==> src/rtl/sacal_pkg.sv <==
package sacal_pkg;

  typedef enum logic [2:0] {
    PH_IDLE    = 3'd0,
    PH_CLEAR   = 3'd1,
    PH_SENSE   = 3'd2,
    PH_CAPTURE = 3'd3,
    PH_READY   = 3'd4
  } cal_phase_e;

  // Effective phase length: a programmed zero behaves as one cycle.
  function automatic logic [31:0] eff_len(input logic [31:0] raw);
    return (raw == 32'd0) ? 32'd1 : raw;
  endfunction

  // Phase order of the calibration sequence.
  function automatic cal_phase_e next_phase(input cal_phase_e cur);
    case (cur)
      PH_CLEAR:   return PH_SENSE;
      PH_SENSE:   return PH_CAPTURE;
      PH_CAPTURE: return PH_READY;
      default:    return cur;
    endcase
  endfunction

  function automatic logic is_active(input cal_phase_e cur);
    return (cur == PH_CLEAR) || (cur == PH_SENSE) || (cur == PH_CAPTURE);
  endfunction

endpackage

==> src/rtl/sacal_phase_ctl.sv <==
module sacal_phase_ctl
  import sacal_pkg::*;
#(
  parameter int PW = 4
) (
  input  logic          clk,
  input  logic          rst_n,
  input  logic          cal_req,
  input  logic [PW-1:0] phase_len,
  output cal_phase_e    phase,
  output logic          phase_last,
  output logic          start_cal
);

  logic [PW-1:0] cnt;
  logic [PW-1:0] len_q;

  // A request is only accepted outside an active calibration.
  assign start_cal  = cal_req && !is_active(phase);
  assign phase_last = is_active(phase) &&
                      (32'(cnt) == (eff_len(32'(len_q)) - 32'd1));

  always_ff @(posedge clk or negedge rst_n) begin
    if (!rst_n) begin
      phase <= PH_IDLE;
      cnt   <= '0;
      len_q <= '0;
    end else if (start_cal) begin
      phase <= PH_CLEAR;
      cnt   <= '0;
      len_q <= phase_len;
    end else if (phase_last) begin
      phase <= next_phase(phase);
      cnt   <= '0;
    end else if (is_active(phase)) begin
      cnt <= cnt + 1'b1;
    end
  end

endmodule

==> src/rtl/sacal_bias_bank.sv <==
module sacal_bias_bank #(
  parameter int N_BLK = 4,
  parameter int N_COL = 128,
  localparam int N_AMP = N_BLK * N_COL
) (
  input  logic             clk,
  input  logic             rst_n,
  input  logic             clear,
  input  logic             load,
  input  logic [N_AMP-1:0] amp_out,
  output logic [N_AMP-1:0] bias_sel
);

  for (genvar b = 0; b < N_BLK; b++) begin : g_blk
    logic [N_COL-1:0] seg;

    always_ff @(posedge clk or negedge rst_n) begin
      if (!rst_n)     seg <= '0;
      else if (clear) seg <= '0;
      else if (load)  seg <= amp_out[b*N_COL +: N_COL];
    end

    assign bias_sel[b*N_COL +: N_COL] = seg;
  end

endmodule

==> src/rtl/sacal_strobe_dec.sv <==
module sacal_strobe_dec
  import sacal_pkg::*;
(
  input  cal_phase_e phase,
  input  logic       rd_sense_req,
  output logic       bias_clear,
  output logic       sense_fire,
  output logic       in_ground,
  output logic       bias_capture,
  output logic       cal_done
);

  always_comb begin
    bias_clear   = (phase == PH_CLEAR);
    in_ground    = (phase == PH_SENSE);
    bias_capture = (phase == PH_CAPTURE);
    cal_done     = (phase == PH_READY);
    sense_fire   = in_ground || (cal_done && rd_sense_req);
  end

endmodule

==> src/rtl/sacal_seq.sv <==
module sacal_seq
  import sacal_pkg::*;
#(
  parameter int N_BLK = 4,
  parameter int N_COL = 128,
  parameter int PW    = 4,
  localparam int N_AMP = N_BLK * N_COL
) (
  input  logic             clk,
  input  logic             rst_n,
  input  logic             cal_req,
  input  logic [PW-1:0]    phase_len,
  input  logic             rd_sense_req,
  input  logic [N_AMP-1:0] amp_out,
  output logic             bias_clear,
  output logic             sense_fire,
  output logic             in_ground,
  output logic             bias_capture,
  output logic [N_AMP-1:0] bias_sel,
  output logic             cal_done
);

  cal_phase_e phase;
  logic       phase_last;
  logic       start_cal;
  logic       cap_fire;

  sacal_phase_ctl #(.PW(PW)) u_ctl (
    .clk        (clk),
    .rst_n      (rst_n),
    .cal_req    (cal_req),
    .phase_len  (phase_len),
    .phase      (phase),
    .phase_last (phase_last),
    .start_cal  (start_cal)
  );

  assign cap_fire = phase_last && (phase == PH_CAPTURE);

  sacal_bias_bank #(.N_BLK(N_BLK), .N_COL(N_COL)) u_bank (
    .clk      (clk),
    .rst_n    (rst_n),
    .clear    (start_cal),
    .load     (cap_fire),
    .amp_out  (amp_out),
    .bias_sel (bias_sel)
  );

  sacal_strobe_dec u_dec (
    .phase        (phase),
    .rd_sense_req (rd_sense_req),
    .bias_clear   (bias_clear),
    .sense_fire   (sense_fire),
    .in_ground    (in_ground),
    .bias_capture (bias_capture),
    .cal_done     (cal_done)
  );

endmodule

==> config.mk <==
export PLATFORM = sky130hd
export DESIGN_NAME = sacal_seq
export DESIGN_NICKNAME = d
export VERILOG_FILES = /design/src/rtl/sacal_pkg.sv /design/src/rtl/sacal_phase_ctl.sv /design/src/rtl/sacal_bias_bank.sv /design/src/rtl/sacal_strobe_dec.sv /design/src/rtl/sacal_seq.sv
export SDC_FILE = /design/constraint.sdc
export NUM_CORES = 1
export LEC_CHECK = 0
export BUFFER_PORTS_ARGS = -buffer_cell sky130_fd_sc_hd__buf_2
export CAP_MARGIN = 20
export CORE_AREA = 2 2 399 401
export CTS_CLUSTER_SIZE = 25
export DETAILED_ROUTE_END_ITERATION = 10
export DIE_AREA = 0 0 401 403
export PLACE_DENSITY = 0.31
export SLEW_MARGIN = 30
export SYNTH_ARGS = -nofsm -noshare
export SYNTH_HDL_FRONTEND = slang
export SYNTH_SLANG_ARGS = --single-unit
==> constraint.sdc <==
create_clock -name clk -period 3.55 [get_ports clk]
set_input_delay 0.1775 -clock clk [delete_from_list [all_inputs] [get_ports clk]]
set_output_delay 0.1775 -clock clk [all_outputs]
set_load 0.02 [all_outputs]
**Yosys cells after proc, flatten, opt, wreduce, memory -nomap -nowiden**

Cells that the tools add are included.

- Register bits: 523
- Bits in latches: 0
- Bits in writable memories: 0
- Memory bits (read-only): 0
- Output and inout port bits: 517
- Logic and storage cells: 43
- Memories: 0

- Add/sub/neg operators: 2
- Multipliers: 0
- Divide/modulo/power cells: 0
- Order comparisons: 0
- Equal/unequal tests: 5
- Shift-type cells: 0
- Multiplexer cells: 15
- Bitwise operators: 0
- Reduce and logical (&&, ||, !) cells: 14

Operators by type and width:

| operator | count |
|---|---|
| two-way mux 128 bit | 8 |
| == test 4 x 32 -> 1 bit | 1 |
| subtractor 32 x 1 -> 32 bit, second input constant | 1 |
| two-way mux 4 bit | 4 |
| case mux 3 bit (3 select lines) | 1 |
| == test 3 x 2 -> 1 bit, second input constant | 2 |
| two-way mux 3 bit | 2 |
| adder 4 x 1 -> 4 bit, second input constant | 1 |
| logical AND 1 bit | 4 |
| zero test 4 bit | 1 |
| nonzero test 2 bit | 2 |
| nonzero test 4 bit | 1 |
| == test 3 x 1 -> 1 bit, second input constant | 1 |
| == test 3 bit, second input constant | 1 |
| logical OR 1 bit | 3 |
| nonzero test 3 bit | 1 |
| AND reduction 2 bit | 1 |
| zero test 1 bit | 1 |

**Longest topological paths before layout**

- Depth after elaboration: 8
- Depth in mapped cells: 12
- Mapped depth without buffers: 7

**Modules after synthesis**

From an unflattened synthesis, not the netlist that was laid out.

- Cells, all modules: 1,727
- Area total of the unflattened synthesis: 21,848.5 um^2

By module, submodules not included:

| module | instances | cells each | area each (um^2) |
|---|---|---|---|
| sacal_bias_bank | 1 | 1,650 | 21,109.0 |
| sacal_phase_ctl | 1 | 70 | 676.9 |
| sacal_strobe_dec | 1 | 6 | 52.6 |
| sacal_seq | 1 | 1 | 10.0 |

**Least setup slack after synthesis**

No wires, ideal clock.

- Path type: register to register
- From: register u_ctl.len_q[2]
- To: register u_bank.g_blk[1].seg[47]
- Library setup time: 0.079 ns
- Arrival: 2.403 ns
- Slack: 1.068 ns
- Stages on the path, launching flop included: 13
- Path buffers: 5
- Clock period less this slack: 2.482 ns
- Cell sequence: dfrtp_1 -> nor3_1 -> nor2_1 -> ha_1 -> xnor2_1 -> and4bb_1 -> buf_2 -> o21a_1 -> buf_6 -> buf_6 -> buf_6 -> buf_6 -> mux2i_1

- Cells in the longest elaborated chain, start to end: 7

RTL lines:

| item | RTL line | text |
|---|---|---|
| from (decl) | sacal_phase_ctl.sv:16 | `logic [PW-1:0] len_q;` |
| from (signal assigned) | sacal_phase_ctl.sv:31 | `len_q <= phase_len;` |
| zero test 4 bit | sacal_pkg.sv:13 | `return (raw == 32'd0) ? 32'd1 : raw;` |
| two-way mux 4 bit (*) | sacal_pkg.sv:13 |  |
| subtractor 32 x 1 -> 32 bit (*) | sacal_phase_ctl.sv:21 | `(32'(cnt) == (eff_len(32'(len_q)) - 32'd1));` |
| == test 4 x 32 -> 1 bit (*) | sacal_phase_ctl.sv:21 |  |
| logical AND 1 bit (*) | sacal_phase_ctl.sv:20 | `assign phase_last = is_active(phase) &&` |
| logical AND 1 bit (*) | sacal_seq.sv:38 | `assign cap_fire = phase_last && (phase == PH_CAPTURE);` |
| nonzero test 2 bit (no line) (*) | - |  |
| to (signal assigned) | sacal_bias_bank.sv:20 | `else if (load) seg <= amp_out[b*N_COL +: N_COL];` |
| to (decl) | sacal_bias_bank.sv:15 | `logic [N_COL-1:0] seg;` |

Every way passes the cells marked *; elsewhere a longest branch is shown, timed or not.
A chain may end at the register's enable or synchronous reset.

**Final worst setup path**

- From: register u_ctl.len_q[2]
- To: register u_bank.g_blk[2].seg[78]

- Cells in the longest elaborated chain, start to end: 7

RTL lines:

| item | RTL line |
|---|---|
| zero test 4 bit | sacal_pkg.sv:13 |
| two-way mux 4 bit (*) | sacal_pkg.sv:13 |
| subtractor 32 x 1 -> 32 bit (*) | sacal_phase_ctl.sv:21 |
| == test 4 x 32 -> 1 bit (*) | sacal_phase_ctl.sv:21 |
| logical AND 1 bit (*) | sacal_phase_ctl.sv:20 |
| logical AND 1 bit (*) | sacal_seq.sv:38 |
| nonzero test 2 bit (no line) (*) | - |
| to (signal assigned) | sacal_bias_bank.sv:20 |
| to (decl) | sacal_bias_bank.sv:15 |

Marks and branches as above.

==> impl_results.md <==
- Final hold viol count: 0
- Post-Synth XOR/XNOR Area: 0.174%
- Peak VDD IR: 0.000622 V
- Yosys warns: 0
- Distinct cells, synth: 33
- Initial core utilization: ~15%
- Hold crit path type: in -> async
- Min Tclk post-route: ~3 ns
- Vias in the first global route: about 25000
- Drt total wl: around 120000 µm
- Worst-path clk slew: around 0.06 ns
- Setup Viol. Count Final: 0
- Setup CP Type: reg -> reg
- Critical path's slowest cell: and4bb_4
- Final #Nets: around 4400
- Reg-to-reg critical path endpoint: u_bank.g_blk[2].seg[78]
- Synth Flop Type: dfrtp_1
- Cell area after synthesis: ~23000 µm²
- Die footprint: approximately 160000 µm²
- Die height: between 400 and 500 µm
- Initial antenna violation count: 25
- Crit Path Max Fanout: 65
- Commonest cells in the netlist: 561 x nand2_1, 523 x dfrtp_1, 345 x o21ai_0
- Post-Synth Simple-Gate Area: 9.70%
- Total Power: about 30 mW
- Power Density: 796 nW/µm²
- Drt pass-1 iters: 5
- Compound-Gate Fraction of Synth Area: 19.1%
- Post-Synthesis Cells: about 2400
- IO Port Bufs: around 1000
- Synth area leader: dfrtp_1
- Most frequent cell after synthesis: nand2_1
- Antenna Nets Post-Route: 0
- Top cell type's share of synthesized area: 57.0%
- Setup TNS: 0 ns
- Sequential area share after synthesis: between 50% and 60%
- Outcome: complete, no violations
- DRC viols: 0
- Worst setup SP type: flop
- # Max-Cap Violations: 0
- CTS Sinks: between 500 and 600
- Pins Over Slew Limit: 0
- Main combinational cell family by area after synthesis: compound AO/OA/AOI/OAI gates
- Ys async rst share: between 90% and 100%
- I/O pin cnt: between 1000 and 1500
- Area grow syn2layout: 67.8%
- CTS buffer count: 75
- RSZ-0062 raised after global routing: no
- Flop2flop setup slack: approximately 0.55 ns
- Vias per cell: approximately 4
- Clock buffer depth: 3
- Reg2reg path depth: 9
- H-tree depth: 3
- Gpl congestion: between 0.7 and 0.8
- Avg Inst Size Synth: between 9 and 10 µm²
- Overall die width: 401 µm
- Setup crit end kind: flop
- Worst EP required: approximately 4.1 ns
- Post-synthesis mux area share: roughly 7.5%
- TritonCTS clock tree: done
- Yosys reg bits: about 520
- First-pass GRT wire length: ~180000 µm
- Wire length per cell: between 20 and 25 µm
- Post_cts resized: 0
- Vias: 23600
- Clock Latency Late Sink: about 0.68 ns
- Post-Synth Adder-Cell Area: less than 1%
- GR Util All Layers: 14.8%
- Worst Skew: between 0.02 and 0.03 ns
- CP Cell Sequence: nor3_1 -> nor2_1 -> ha_1 -> xnor2_1 -> and4bb_4 -> buf_12 -> buf_4 -> o211ai_1 -> o21ai_0
- Largest net degree at the start of global routing: 127
- Rows: approximately 150
- Layout cells sized above 1: 31.8%
- CP Launch Point: u_ctl.len_q[2]
- Reg2Reg Launch Point: u_ctl.len_q[2]
- Post-CTS setup buffer count: 0
- Number of synthesized flops with an enable pin: 0
- Root Driver: clkbuf_16
- GR Overflow Total: 0
- Final period util: between 80% and 90%
- Core ar.: approximately 160000 µm²
- Hpwl dp: just under 90000 µm
- Synth area leaders: dfrtp_1 57%, o211ai_1 11%, nand2_1 9.2%, o21ai_0 7.5%, mux2i_1 7.5%
- Relative slew slack: between 40 and 50%
- Fmax: approximately 0.33 GHz
- Slowest stage delay, CP: about 0.44 ns
- CP arrival: approximately 3.6 ns
- Net Count, Synth: 2875
- Leakage: ~20 nW
- Worst-Margin Slew: between 0.8 and 0.9 ns
- DR iter-0 viols: 1286
- Hold_buf cts: 520
==> area by class of cell <==
class | instances | area (µm²)
clock buffers | 108 | 2160
flip-flops and latches | 523 | 13100
multi-input cells | 1459 | 8450
diodes | 5 | 12.5
repair buffers | 1634 | 11400
inverters | 137 | 514
clock inverters | 25 | 263
fillers | 17500 | 119000
well taps | 2072 | 2590
==> cells in the final DEF, fill, tap and decap left out, types with 2 or more instances in the layout <==
cell,count
mux2i_1,172
nand2_1,560
a21oi_1,2
nor3_1,2
dfrtp_1,523
nor3b_1,2
inv_16,3
nand3b_1,2
buf_12,36
dlygate4sd3_1,520
nor2_1,8
buf_4,42
clkbuf_8,14
o21ai_0,345
o211ai_1,341
diode_2,5
xnor2_1,2
ha_1,3
inv_1,137
clkbuf_16,76
clkbuf_1,18
inv_6,3
o211a_1,2
bufinv_16,2
buf_2,1035
clkinv_2,14
==> where the power goes <==
group / switching (mW) / internal, mW
logic: 9.59 / 3.90
clock network: 3.17 / 4.41
registers: 1.33 / 8.24
total: 14.1 / 16.6
==> critical path, delay by kind of cell (launching register included) <==
| kind | cells | cell delay, ns |
|---|---|---|
| flops | 1 | 0.42 |
| simple gates | 3 | 0.93 |
| buf+inv | 2 | 0.75 |
| xor+xnor | 1 | 0.15 |
| fa+ha+maj | 1 | 0.30 |
| compound gates | 2 | 0.26 |
==> sequential cells by signal, summed over array words and instances (netlist names) <==
name,flops
u_bank.g_blk.seg,512
u_ctl.cnt,4
u_ctl.len_q,4
u_ctl.phase,3
==> kinds of logic (layout without fill, tap and decap cells) <==
kind of cell    count (synthesis)  in the layout
compound gates                699            699
simple gates                  582            582
flops                         523            523
buf+inv                       370           1904
mux                           172            172
fa+ha+maj                       3              3
xor+xnor                        3              3
other cells                     0              5
==> through the flow <==
step | setup WS, ns | instance area [µm²] | util [%] | hold slack (ns) | cells
2_1_floorplan | 1.07 | 23000 | - | -0.118 | 2352
3_3_place_gp | 0.509 | 30900 | 19.6 | 0.258 | 5305
3_5_place_dp | 0.584 | 30900 | 19.6 | 0.255 | 5305
4_1_cts | 0.556 | 38500 | 24.5 | 0.0796 | 5958
5_1_grt | 0.337 | 38500 | 24.5 | 0.134 | 5963
6_report | 0.554 | 38500 | 24.5 | 0.118 | 5963
==> worst max path at each step <==
| stage | endpoint | cells past startpoint |
|---|---|---|
| 2_1_floorplan | u_bank.g_blk[1].seg[47] | 12 |
| 3_3_place_gp | u_bank.g_blk[2].seg[68] | 9 |
| 3_5_place_dp | u_bank.g_blk[2].seg[74] | 9 |
| 4_1_cts | u_bank.g_blk[0].seg[4] | 9 |
| 5_1_grt | u_bank.g_blk[2].seg[72] | 9 |
| 6_report | u_bank.g_blk[2].seg[78] | 9 |
==> per-layer routing <==
layer  vias up  track usage [%]  wire [µm]
met1     11500             17.6      50600
met4        30             5.23       3930
met2       796             25.3      60700
li1      11000                -          -
met3       202             4.39       8340
met5         -                0        201
No activity file was read; power rests on OpenSTA's default activity.
